### src/rtl/fx_rx_pkg.sv
// Package: shared code-group constants and the framer state type.
// Assumes 5-bit code-groups and 4-bit nibbles as in 100Base-X.
package fx_rx_pkg;
    localparam int CG_W  = 5;
    localparam int NIB_W = 4;

    localparam logic [CG_W-1:0] CG_J    = 5'b11000;
    localparam logic [CG_W-1:0] CG_K    = 5'b10001;
    localparam logic [CG_W-1:0] CG_T    = 5'b01101;
    localparam logic [CG_W-1:0] CG_R    = 5'b00111;
    localparam logic [CG_W-1:0] CG_IDLE = 5'b11111;

    localparam logic [NIB_W-1:0] NIB_PREAMBLE = 4'b0101;

    typedef enum logic [1:0] {
        FR_IDLE  = 2'd0,
        FR_SSD2  = 2'd1,
        FR_DATA  = 2'd2
    } fr_state_e;
endpackage

### src/rtl/fx_cg_decoder.sv
// Module: fx_cg_decoder
// Translates one 5-bit code-group to a nibble with the 4B/5B data table.
// Purely combinational. Control code-groups and unused codes report
// data_ok = 0 and nibble 0. Assumes CG_W = 5 and NIB_W = 4.
module fx_cg_decoder
    import fx_rx_pkg::*;
#(
    parameter int CW = CG_W,
    parameter int NW = NIB_W
) (
    input  logic [CW-1:0] cg,
    output logic [NW-1:0] nib,
    output logic          data_ok
);
    // Table lookup from code-group to nibble
    always_comb begin
        data_ok = 1'b1;
        nib     = '0;
        unique case (cg)
            5'b11110: nib = 4'h0;
            5'b01001: nib = 4'h1;
            5'b10100: nib = 4'h2;
            5'b10101: nib = 4'h3;
            5'b01010: nib = 4'h4;
            5'b01011: nib = 4'h5;
            5'b01110: nib = 4'h6;
            5'b01111: nib = 4'h7;
            5'b10010: nib = 4'h8;
            5'b10011: nib = 4'h9;
            5'b10110: nib = 4'hA;
            5'b10111: nib = 4'hB;
            5'b11010: nib = 4'hC;
            5'b11011: nib = 4'hD;
            5'b11100: nib = 4'hE;
            5'b11101: nib = 4'hF;
            default: begin
                data_ok = 1'b0;
                nib     = '0;
            end
        endcase
    end
endmodule

### src/rtl/fx_delim_detect.sv
// Module: fx_delim_detect
// Holds the previous code-group as one-cycle look-ahead. Flags the
// start pair (J then K) and the end pair (T then R) when the previous
// and the current code-group form them. Assumes one code-group per clock.
module fx_delim_detect
    import fx_rx_pkg::*;
#(
    parameter int CW = CG_W
) (
    input  logic          clk,
    input  logic          rst_n,
    input  logic [CW-1:0] cg_cur,
    output logic [CW-1:0] cg_prev,
    output logic          start_pair,
    output logic          end_pair
);
    // Look-ahead register, reset to the idle code so no pair matches
    always_ff @(posedge clk) begin
        if (!rst_n) cg_prev <= CG_IDLE;
        else        cg_prev <= cg_cur;
    end

    // Pair matching on the previous and the current code-group
    always_comb begin
        start_pair = (cg_prev == CG_J) && (cg_cur == CG_K);
        end_pair   = (cg_prev == CG_T) && (cg_cur == CG_R);
    end

    // the two pairs can never be seen at the same time
    pairs_exclusive_chk: assert property (@(posedge clk) disable iff (!rst_n)
        $onehot0({start_pair, end_pair}));
endmodule

### src/rtl/fx_frame_fsm.sv
// Module: fx_frame_fsm
// Frame state machine with registered outputs. It presents the start
// pair as two preamble nibbles, then decoded data, and closes on the
// end pair or on loss of link or signal. Assumes the decoder works on
// the look-ahead code-group, the one being presented this cycle.
module fx_frame_fsm
    import fx_rx_pkg::*;
#(
    parameter int NW = NIB_W
) (
    input  logic          clk,
    input  logic          rst_n,
    input  logic          link_up,
    input  logic          start_pair,
    input  logic          end_pair,
    input  logic [NW-1:0] dec_nib,
    input  logic          dec_ok,
    output logic [NW-1:0] nib_q,
    output logic          dv_q,
    output logic          err_q
);
    fr_state_e state_q, state_d;
    logic [NW-1:0] nib_d;
    logic dv_d, err_d;

    // Next-state and next-output decision
    always_comb begin
        state_d = state_q;
        nib_d   = '0;
        dv_d    = 1'b0;
        err_d   = 1'b0;
        unique case (state_q)
            FR_IDLE: begin
                if (start_pair && link_up) begin
                    state_d = FR_SSD2;
                    dv_d    = 1'b1;
                    nib_d   = NIB_PREAMBLE;
                end
            end
            FR_SSD2: begin
                if (!link_up) begin
                    state_d = FR_IDLE;
                end else begin
                    state_d = FR_DATA;
                    dv_d    = 1'b1;
                    nib_d   = NIB_PREAMBLE;
                end
            end
            FR_DATA: begin
                if (!link_up || end_pair) begin
                    state_d = FR_IDLE;
                end else begin
                    dv_d  = 1'b1;
                    err_d = !dec_ok;
                    nib_d = dec_ok ? dec_nib : '0;
                end
            end
            default: state_d = FR_IDLE;
        endcase
    end

    // State and output registers, cleared by the synchronous reset
    always_ff @(posedge clk) begin
        if (!rst_n) begin
            state_q <= FR_IDLE;
            nib_q   <= '0;
            dv_q    <= 1'b0;
            err_q   <= 1'b0;
        end else begin
            state_q <= state_d;
            nib_q   <= nib_d;
            dv_q    <= dv_d;
            err_q   <= err_d;
        end
    end


    err_inside_frame_chk: assert property (@(posedge clk) disable iff (!rst_n)
        err_q |-> dv_q);


    first_nibble_preamble_chk: assert property (@(posedge clk) disable iff (!rst_n)
        $rose(dv_q) |-> (nib_q == NIB_PREAMBLE));


    rise_needs_pair_chk: assert property (@(posedge clk) disable iff (!rst_n)
        $rose(dv_q) |-> $past(start_pair));


    link_loss_drop_chk: assert property (@(posedge clk) disable iff (!rst_n)
        !link_up |=> !dv_q);


    end_pair_drop_chk: assert property (@(posedge clk) disable iff (!rst_n)
        (end_pair && dv_q && !$rose(dv_q)) |=> !dv_q);


    err_nibble_zero_chk: assert property (@(posedge clk) disable iff (!rst_n)
        err_q |-> (nib_q == '0));
endmodule

### src/rtl/fx_rx_framer.sv
// Module: fx_rx_framer (top)
// 100Base-X receive framer. Aligned code-groups in, nibble, data-valid
// and error strobe out. Assumes one aligned code-group per receive clock
// and a synchronous active-low reset.
module fx_rx_framer
    import fx_rx_pkg::*;
(
    input  logic             clk,
    input  logic             rst_n,
    input  logic [CG_W-1:0]  cg_in,
    input  logic             link_ok,
    input  logic             sig_det,
    output logic [NIB_W-1:0] rx_nib,
    output logic             rx_dv,
    output logic             rx_err
);
    logic [CG_W-1:0]  cg_prev;
    logic             start_pair, end_pair;
    logic [NIB_W-1:0] dec_nib;
    logic             dec_ok;
    logic             link_up;

    // Link is usable only with both link status and signal present
    always_comb link_up = link_ok && sig_det;

    fx_delim_detect #(.CW(CG_W)) u_delim (
        .clk        (clk),
        .rst_n      (rst_n),
        .cg_cur     (cg_in),
        .cg_prev    (cg_prev),
        .start_pair (start_pair),
        .end_pair   (end_pair)
    );

    fx_cg_decoder #(.CW(CG_W), .NW(NIB_W)) u_dec (
        .cg      (cg_prev),
        .nib     (dec_nib),
        .data_ok (dec_ok)
    );

    fx_frame_fsm #(.NW(NIB_W)) u_fsm (
        .clk        (clk),
        .rst_n      (rst_n),
        .link_up    (link_up),
        .start_pair (start_pair),
        .end_pair   (end_pair),
        .dec_nib    (dec_nib),
        .dec_ok     (dec_ok),
        .nib_q      (rx_nib),
        .dv_q       (rx_dv),
        .err_q      (rx_err)
    );
endmodule

### config.mk
export PLATFORM = sky130hd
export DESIGN_NAME = fx_rx_framer
export DESIGN_NICKNAME = d
export VERILOG_FILES = /design/src/rtl/fx_rx_pkg.sv /design/src/rtl/fx_cg_decoder.sv /design/src/rtl/fx_delim_detect.sv /design/src/rtl/fx_frame_fsm.sv /design/src/rtl/fx_rx_framer.sv
export SDC_FILE = /design/constraint.sdc
export NUM_CORES = 1
export LEC_CHECK = 0
export BUFFER_PORTS_ARGS = -buffer_cell sky130_fd_sc_hd__buf_2
export CAP_MARGIN = 20
export CORE_MARGIN = 8
export CORE_UTILIZATION = 40
export DETAILED_ROUTE_END_ITERATION = 6
export HOLD_SLACK_MARGIN = 0.12
export PLACE_DENSITY_LB_ADDON = 0.15
export SLEW_MARGIN = 20
export SYNTH_ARGS = -nofsm -noshare
export SYNTH_HDL_FRONTEND = slang
export SYNTH_SLANG_ARGS = --single-unit
export TNS_END_PERCENT = 100
### constraint.sdc
create_clock -name clk -period 1.53 [get_ports clk]
set_input_delay 0 -clock clk [delete_from_list [all_inputs] [get_ports clk]]
set_output_delay 0 -clock clk [all_outputs]
set_load 0.005 [all_outputs]
; ---- Yosys cells after proc, flatten, opt, wreduce, memory -nomap -nowiden
; Cells that the tools add are included.
[classes]
eq_ne = 24
mux = 15
bitwise = 2
n_reduce_logical = 11
[op_table]
columns = cell, count
row1 = $eq A5 B5 Y1 const B, 13
row2 = $pmux W4 S15, 1
row3 = $eq A5 B4 Y1 const B, 6
row4 = $reduce_or A16 Y1, 1
row5 = $pmux W4 S3, 1
row6 = $mux W4, 2
row7 = $mux W2, 3
row8 = $mux W3, 2
row9 = $pmux W2 S3, 1
row10 = $eq A5 B3 Y1 const B, 1
row11 = $logic_and A1 B1 Y1, 4
row12 = $mux W1, 4
row13 = $ne A2 B1 Y1 const B, 2
row14 = $pmux W1 S3, 1
row15 = $reduce_or A3 Y1, 1
row16 = $eq A2 B1 Y1 const B, 1
row17 = $eq A2 B2 Y1 const B, 1
row18 = $logic_not A1 Y1, 2
row19 = $logic_not A2 Y1, 1
row20 = $not A1 Y1, 2
row21 = $reduce_and A2 Y1, 1
row22 = $logic_or A1 B1 Y1, 1
[totals]
ff_bits = 13
in_bits = 9
out_inout_bits = 6
word_cells = 57

; ---- Depth between registers and ports, before layout
; Gate-level depths: netlist of run 1.
[logic_depth]
word_depth = 6
depth_mapped = 5
ltp_nobuf = 4

; ---- Cells and area by module
; A second synthesis of run 1 with hierarchy kept.
[unflattened]
hier_cells = 58
area_unflattened_um2 = 599.3
[by_module_without_submodules]
columns = module, n_inst, cells_each, area_each_um2, seq_area_each_um2
row1 = fx_frame_fsm, 1, 23, 260.2, 160.2
row2 = fx_delim_detect, 1, 15, 206.4, 100.1
row3 = fx_cg_decoder, 1, 19, 126.4, 0.0
row4 = fx_rx_framer, 1, 1, 6.3, 0.0

; ---- Least setup slack after synthesis of run 1
; No wires, ideal clock.
[synth_timing]
kind = reg2reg
start = register u_delim.cg_prev[1]
end = register u_fsm.nib_q[0]
setup_time_ns = 0.128
arrival_ns = 1.075
slack_ns = 0.327
path_stages_with_launch = 6
path_buffers = 1
path_cell_list = dfxtp_1 > buf_6 > and4bb_1 > nand4b_1 > o21ai_2 > o31ai_1
[synth_between]
elab_chain_cells = 6
elab_cells_between_ends = 29
classes_between = 18 x eq/ne / 6 x mux / 5 x reduce/logical
[synth_rtl]
columns = element, line_no
row1 = from (decl), fx_delim_detect.sv:13  ; output logic [CW-1:0] cg_prev,
row2 = from (signal assigned), fx_delim_detect.sv:20  ; else cg_prev <= cg_cur;
row3 = $eq A5 B5 Y1 / $eq A5 B4 Y1 (equally long branches), fx_cg_decoder.sv:19  ; unique case (cg)
row4 = $reduce_or A16 Y1 (no source line), n/a
row5 = $mux W1, fx_cg_decoder.sv:19
row6 = $mux W4, fx_frame_fsm.sv:55  ; nib_d = dec_ok ? dec_nib : '0;
row7 = $mux W4, fx_frame_fsm.sv:50  ; if (!link_up || end_pair) begin
row8 = $pmux W4 S3 (*), fx_frame_fsm.sv:32  ; unique case (state_q)
row9 = to (signal assigned), fx_frame_fsm.sv:71  ; nib_q <= nib_d;
row10 = to (decl), fx_frame_fsm.sv:18  ; output logic [NW-1:0] nib_q,
; Mark *: on every way between the ends. The rest lies on a longest branch, timed or not.
; A chain may end at the register's enable or synchronous reset.

; ---- Final worst setup path of run 1
; Ends and elaborated chain as after synthesis.

==> impl_metrics.csv, run 1 <==
group,metric,value,unit
run_status,status,"finished, final reports clean",
worst_setup_path,slowest_stage,"dfxtp_1",
worst_setup_path,timing.rr.start,"u_delim.cg_prev[1]",
grt,grt_pass1_vias,509,
clocking,clock_path_buffers,2,
cells_and_area,instances_no_fill,97,
cells_and_area,fin_nets,92,
placed_design,dpl.cell_count,83,
drt,top_layer,"met4",
drt,wl_met2,594,µm
worst_setup_path,crit_fanout,7,
cells_and_area,fin_area,757.0,µm²
synth,postSynthCellCount,56,
worst_setup_path,cp.depth,4,
flow_run,cap_violations,0,
timing,hold_viol,0,
hold_path,min-delay-start,"sig_det",
die,die_area,2869,µm²
worst_setup_path,crit_buf_inv,0,
clocking,cts_resized,0,
placed_design,dp_hpwl,826.1,µm
worst_setup_path,r2r_setup_slack,0.18,ns
power_and_ir_drop,internal-power,0.4930,mW
synth,syn_area,564.3,µm²
synth,synth.yosys.warnings,0,
worst_setup_path,cp.required,1.69,ns
power_and_ir_drop,power.total,0.6429,mW
synth,ys_seq_area_share,46.12,%
grt,grt_overflow,0,
worst_setup_path,start_kind,"flip-flop",
power_and_ir_drop,power-per-cell-area,849.4,nW/µm²
placed_design,place_area,630.6,µm²
drt,wl_per_cell,12.52,µm
hold_path,whs_endpoint,"u_fsm.state_q[1]",
clocking,postCtsSetupBuffers,0,
grt,grt_pass1_wl,2166,µm
synth,avgSynthCellArea,10.08,µm²
synth,ys_ff_latch,13,
timing,setup_slack,0.1843,ns
drt,avgViaCountPerCell,5.010,
cells_and_area,drive_above_1_share,26.83,%
timing,finClkSkew,0.001010,ns
placed_design,gp_congestion,0.8188,
power_and_ir_drop,sw_frac_of_total,23.33,%
timing,fin_tns_setup,0,ns
timing,min_period,1.346,ns
synth,yosysUniqueCellTypes,28,
clocking,cts_sinks,13,
die,fp.coreArea,1318,µm²
die,die_height,53.56,µm
cells_and_area,regArea,260.3,µm²
worst_setup_path,cp_cell_sequence,"and4bb_1 -> and3_2 -> o21ai_1 -> o31ai_1",
power_and_ir_drop,power_frac_seq,55.5,%
clocking,clk_pin_slew,0.07,ns
clocking,clk_latency,0.28,ns
drt,wirelength_met1,485,µm
worst_setup_path,reg2regPathDepth,4,
clocking,cts_buffers,3,
timing,final_max_slew_viol_count,0,
worst_setup_path,criticalPathCategory,"reg2reg",
power_and_ir_drop,power.share.combinational,11.7,%
die,io_pins,15,
cells_and_area,fillers,115,
clocking,htreeDepth,1,
hold_path,worstHoldPathType,"in2reg",
worst_setup_path,arrival,1.50,ns
drt,wl,1214,µm
grt,grt_max_degree,11,
drt,dr.pass1.iters,4,
power_and_ir_drop,p_sw,0.1500,mW
timing,finalCritPeriodShare,87.96,%
clocking,root_buffer,"clkbuf_4",
grt,grt.total_usage,10.44,%
timing,slew_headroom,79.35,%
drt,antenna_left,0,
drt,route.detailed.drc,0,
drt,drtIter0Drc,13,
worst_setup_path,critPathCaptureType,"flip-flop",
placed_design,post-place-ws,0.1892,ns
cells_and_area,multiInputGateArea,270.3,µm²
drt,met3WireLength,116,µm
grt,antenna_found_initial,0,
hold_path,worstHoldPathCells,5,
power_and_ir_drop,vdd_ir_drop_max,586.1,µV
drt,vias,486,
clocking,cts_tree,"built",
placed_design,numPortBuffers,14,
power_and_ir_drop,leakage,0.3456,nW
power_and_ir_drop,clockPowerShare,32.8,%
synth,syn-num-nets,65,
worst_setup_path,rr_endpoint,"u_fsm.nib_q[0]",
die,initial_utilization,42.83,%
worst_setup_path,cpLargestDelayFamily,"flip-flops",
timing,worstMarginPinSlew,0.3093,ns
cells_and_area,area_delta_synth_final,34.15,%
timing,setup_violations,0,
die,die_x,53.56,µm
die,fp-row-count,13,
timing,max_freq,743.1,MHz
cells_and_area,antenna_cells,0,
worst_setup_path,critPathMaxStageDelay,0.47,ns
timing,grt_setup_unrepaired,"no",
==> worst register-to-register path: cells and delay by family (launching register included) <==
| family | cells | cell delay [ns] |
|---|---|---|
| simple gates | 2 | 0.44 |
| compound gates | 2 | 0.32 |
| flops | 1 | 0.47 |
==> layer usage <==
layer | global-route usage [%] | up-vias
met5 | 0 | -
met4 | 5.042 | 0
met3 | 6.061 | 3
met2 | 17.19 | 23
met1 | 10.43 | 218
li1 | - | 242
==> worst max path at each step <==
stage,start,end
after floorplan,u_delim.cg_prev[1],u_fsm.nib_q[0]
after global placement,u_delim.cg_prev[1],u_fsm.nib_q[2]
after detailed placement,u_delim.cg_prev[1],u_fsm.nib_q[0]
after CTS,u_delim.cg_prev[1],u_fsm.nib_q[0]
after global routing,u_delim.cg_prev[1],u_fsm.nib_q[2]
final,u_delim.cg_prev[1],u_fsm.nib_q[0]
==> repair_timing <==
action,in CTS,in global routing
setup endpoints to repair,0,0
endpoints found under the hold margin,7,0
hold buffers,10,0
==> layout by cell type (no fill, tap or decap), types with 2 or more instances in the layout <==
cell type,Yosys,final
dfxtp_1,13,13
buf_2,1,14
xnor2_1,2,2
nand2_1,8,8
or2b_1,4,4
nor3b_1,2,2
xor2_1,2,2
clkbuf_4,0,3
nor2_1,3,3
dlygate4sd3_1,0,10
o31ai_1,2,2
==> cell usage after synthesis (all sizes together) <==
library cell / n / area (µm²)
o221ai: 1 / 8.760
nand4b: 1 / 8.760
nor4b: 1 / 8.760
or2b: 4 / 30.03
nand2b: 1 / 6.260
nor2b: 1 / 6.260
a21oi: 1 / 5.000
xor2: 2 / 17.52
o22ai: 1 / 6.260
and3: 2 / 13.77
o31ai: 2 / 15.01
nand3: 1 / 10.01
nor2: 3 / 11.26
buf: 2 / 16.26
and4bb: 1 / 12.51
inv: 1 / 3.750
nand2: 8 / 30.03
clkbuf: 1 / 13.76
o21ai: 2 / 13.76
xnor2: 2 / 17.52
and2: 1 / 6.260
dfxtp: 13 / 260.3
nor3b: 3 / 33.78
o32ai: 1 / 8.760
==> metrics by stage <==
step | hold slack [ns] | utilization, %
3_5_place_dp | 0.1917 | 47.86
5_1_grt | 0.1496 | 57.45
3_3_place_gp | 0.1974 | 47.86
2_1_floorplan | 0.07304 | -
6_report | 0.1226 | 57.45
4_1_cts | 0.1221 | 57.45
==> final cells by class <==
type	count	share of cell area [%]
Inverter	1	0.4959
Clock buffer	4	3.471
Timing Repair Buffer	25	23.47
Multi-Input combinational cell	39	35.70
Tap cell	15	2.479
Sequential cell	13	34.38
==> power groups by stage <==
stage                     clock network (mW)  logic (mW)  registers (mW)
after floorplan                            0      0.0474           0.357
after global placement                     0      0.0549           0.365
after detailed placement                   0      0.0552           0.365
after CTS                              0.214      0.0744           0.357
after global routing                   0.238      0.0840           0.358
final                                  0.211      0.0754           0.357
==> state kept, by name (all words and copies together) (netlist names) <==
name / cells
u_delim.cg_prev: 5
u_fsm.nib_q: 4
u_fsm.state_q: 2
u_fsm.dv_q: 1
u_fsm.err_q: 1
==> cells by family after synthesis <==
logic type / share of synthesized area (%)
xor+xnor: 6.210
buf+inv: 5.984
compound gates: 10.20
simple gates: 31.49
flops: 46.12
Note: power is estimated with default switching activity, not from simulation.
==> inputs of run 2 (changes only) <==
--- a/config.mk
+++ b/config.mk
@@ -7,8 +7,10 @@
 export LEC_CHECK = 0
 export BUFFER_PORTS_ARGS = -buffer_cell sky130_fd_sc_hd__buf_2
 export CAP_MARGIN = 20
+export CELL_PAD_IN_SITES_DETAIL_PLACEMENT = 1
+export CELL_PAD_IN_SITES_GLOBAL_PLACEMENT = 1
 export CORE_MARGIN = 8
-export CORE_UTILIZATION = 40
+export CORE_UTILIZATION = 36
 export DETAILED_ROUTE_END_ITERATION = 6
 export HOLD_SLACK_MARGIN = 0.12
 export PLACE_DENSITY_LB_ADDON = 0.15
==> run 2 against run 1 <==
Effect of this change: die area up 7.7%; power is 0.34% higher; cell area rose by 1.2%; sequential share of layout area fell by 0.39 points; clock skew is 0.0021 ns higher; sequential power about the same; register-to-register slack is essentially flat; maximum frequency fell by 0.67%; routed wire length up 9.0%; worst setup slack worse by 0.0090 ns; first-iteration DRC count fell by 77%; largest cell class unchanged.
==> impl_metrics.csv, run 2 (synthesized netlist as in run 1, its figures left out) <==
group,metric,value,unit
drt,dr.pass1.iters,4,
power_and_ir_drop,leakage,0.3501,nW
timing,final_max_slew_viol_count,0,
cells_and_area,reg_top3,"u_delim.cg_prev: 5 flops, u_fsm.nib_q: 4 flops, u_fsm.state_q: 2 flops",
timing,hold_viol,0,
drt,avgViaCountPerCell,4.990,
worst_setup_path,crit_path_start,"u_delim.cg_prev[1]",
timing,finClkSkew,0.003093,ns
power_and_ir_drop,power-per-cell-area,842.5,nW/µm²
flow_run,cap_violations,0,
worst_setup_path,start_kind,"flip-flop",
timing,max_freq,738.1,MHz
drt,wl,1323,µm
worst_setup_path,criticalPathCategory,"reg2reg",
drt,antenna_left,0,
worst_setup_path,arrival,1.50,ns
cells_and_area,drive_above_1_share,27.71,%
grt,antenna_found_initial,0,
clocking,clk_latency,0.27,ns
cells_and_area,final_cell_mix,"buf_2, dfxtp_1, dlygate4sd3_1, nand2_1, or2b_1",
grt,grt_pass1_wl,2242,µm
die,die_x,55.59,µm
grt,grt_max_degree,9,
worst_setup_path,slowest_stage,"dfxtp_1",
clocking,root_buffer,"clkbuf_4",
clocking,htreeDepth,1,
die,fp-row-count,14,
clocking,cts_resized,0,
run_status,status,"finished, final reports clean",
worst_setup_path,timing.rr.start,"u_delim.cg_prev[1]",
grt,grt_overflow,0,
cells_and_area,antenna_cells,0,
cells_and_area,largest_reg_flops,5,
hold_path,whs_endpoint,"u_fsm.state_q[1]",
worst_setup_path,r2r_setup_slack,0.18,ns
placed_design,gp_congestion,0.8206,
timing,min_period,1.355,ns
cells_and_area,area_delta_synth_final,35.70,%
grt,grt_pass1_vias,529,
die,io_pins,15,
clocking,cts_buffers,3,
cells_and_area,fin_util,51.43,%
drt,wl_per_cell,13.36,µm
drt,route.detailed.drc,0,
die,die_height,55.59,µm
hold_path,min-delay-start,"sig_det",
timing,setup_violations,0,
clocking,cts_sinks,13,
die,die_area,3090,µm²
worst_setup_path,cp.required,1.68,ns
worst_setup_path,cp_cell_sequence,"and4bb_1 -> and3_2 -> o21ai_1 -> o31ai_1",
grt,grt.total_usage,8.684,%
worst_setup_path,reg2regPathDepth,4,
timing,worstMarginPinSlew,0.2740,ns
placed_design,dp_hpwl,981.2,µm
clocking,clk_pin_slew,0.08,ns
cells_and_area,regMostFlops,"u_delim.cg_prev",
power_and_ir_drop,vdd_ir_drop_max,490.1,µV
worst_setup_path,rr_endpoint,"u_fsm.nib_q[2]",
clocking,postCtsSetupBuffers,0,
hold_path,worstHoldPathCells,5,
die,fp.coreArea,1489,µm²
cells_and_area,fin_nets,93,
worst_setup_path,critPathCaptureType,"flip-flop",
cells_and_area,fillers,179,
timing,grt_setup_unrepaired,"no",
timing,fin_tns_setup,0,ns
die,initial_utilization,37.90,%
placed_design,numPortBuffers,14,
clocking,clock_path_buffers,2,
clocking,cts_tree,"built",
cells_and_area,fin_area,765.7,µm²
cells_and_area,final_common_cell,"buf_2",
timing,finalCritPeriodShare,88.55,%
drt,vias,494,
worst_setup_path,critPathMaxStageDelay,0.48,ns
worst_setup_path,crit_fanout,7,
drt,drtIter0Drc,3,
placed_design,place_area,639.4,µm²
timing,whs,0.1447,ns
timing,slew_headroom,81.71,%
hold_path,worstHoldPathType,"in2reg",
run 2: changes by cell type in the layout (fill, tap and decap cells not counted), sizes merged:
cell / before / now
buf: 15 / 16
run 2: critical path: cells and delay by family (launching register included):
kind             cells  cell delay, ns
flip-flops           1            0.48
AO/OA/AOI/OAI        2            0.32
AND/OR/NAND/NOR      2            0.44
run 2: layout make-up:
type | instances | area, µm² | area share (%)
multi-input cells | 39 | 270.3 | 35.29
repair buffers | 26 | 185.2 | 24.18
well taps | 16 | 20.02 | 2.614
flip-flops and latches | 13 | 260.3 | 33.99
clock buffers | 4 | 26.28 | 3.431
inverters | 1 | 3.754 | 0.4902
run 2: per-stage QoR:
step                power (mW)  worst slack, ns  instances
detailed placement      0.4237           0.1779         85
floorplan               0.4041           0.3267         56
global route            0.6753          0.05412         99
CTS                     0.6508           0.1618         99
finish                  0.6451           0.1752         99
global placement        0.4228           0.2240         85
run 2: where the power goes:
part	leakage, nW	switching (mW)	internal (mW)
combinational	0.229	0.0323	0.0484
clock	0.0150	0.109	0.101
sequential	0.106	0.00935	0.345
run 2: worst max path at each step:
| stage | endpoint | slack, ns | depth (start not counted) |
|---|---|---|---|
| 2_1_floorplan | u_fsm.nib_q[0] | 0.33 | 5 |
| 3_3_place_gp | u_fsm.nib_q[2] | 0.22 | 4 |
| 3_5_place_dp | u_fsm.nib_q[2] | 0.18 | 4 |
| 4_1_cts | u_fsm.nib_q[2] | 0.16 | 4 |
| 5_1_grt | u_fsm.nib_q[0] | 0.05 | 4 |
| 6_report | u_fsm.nib_q[2] | 0.18 | 4 |
run 2: metal layers:
layer	global-route usage [%]	routed length [µm]	vias to the layer above
li1	-	-	247
met1	8.912	547	229
met2	15.22	669	16
met3	3.653	99	2
met4	3.169	7	0
met5	0	0	-
run 2: timing repair:
item | in CTS | in global routing
hold buffers | 10 | 0
endpoints found under the hold margin | 7 | 0
endpoints found under the setup margin | 0 | 0
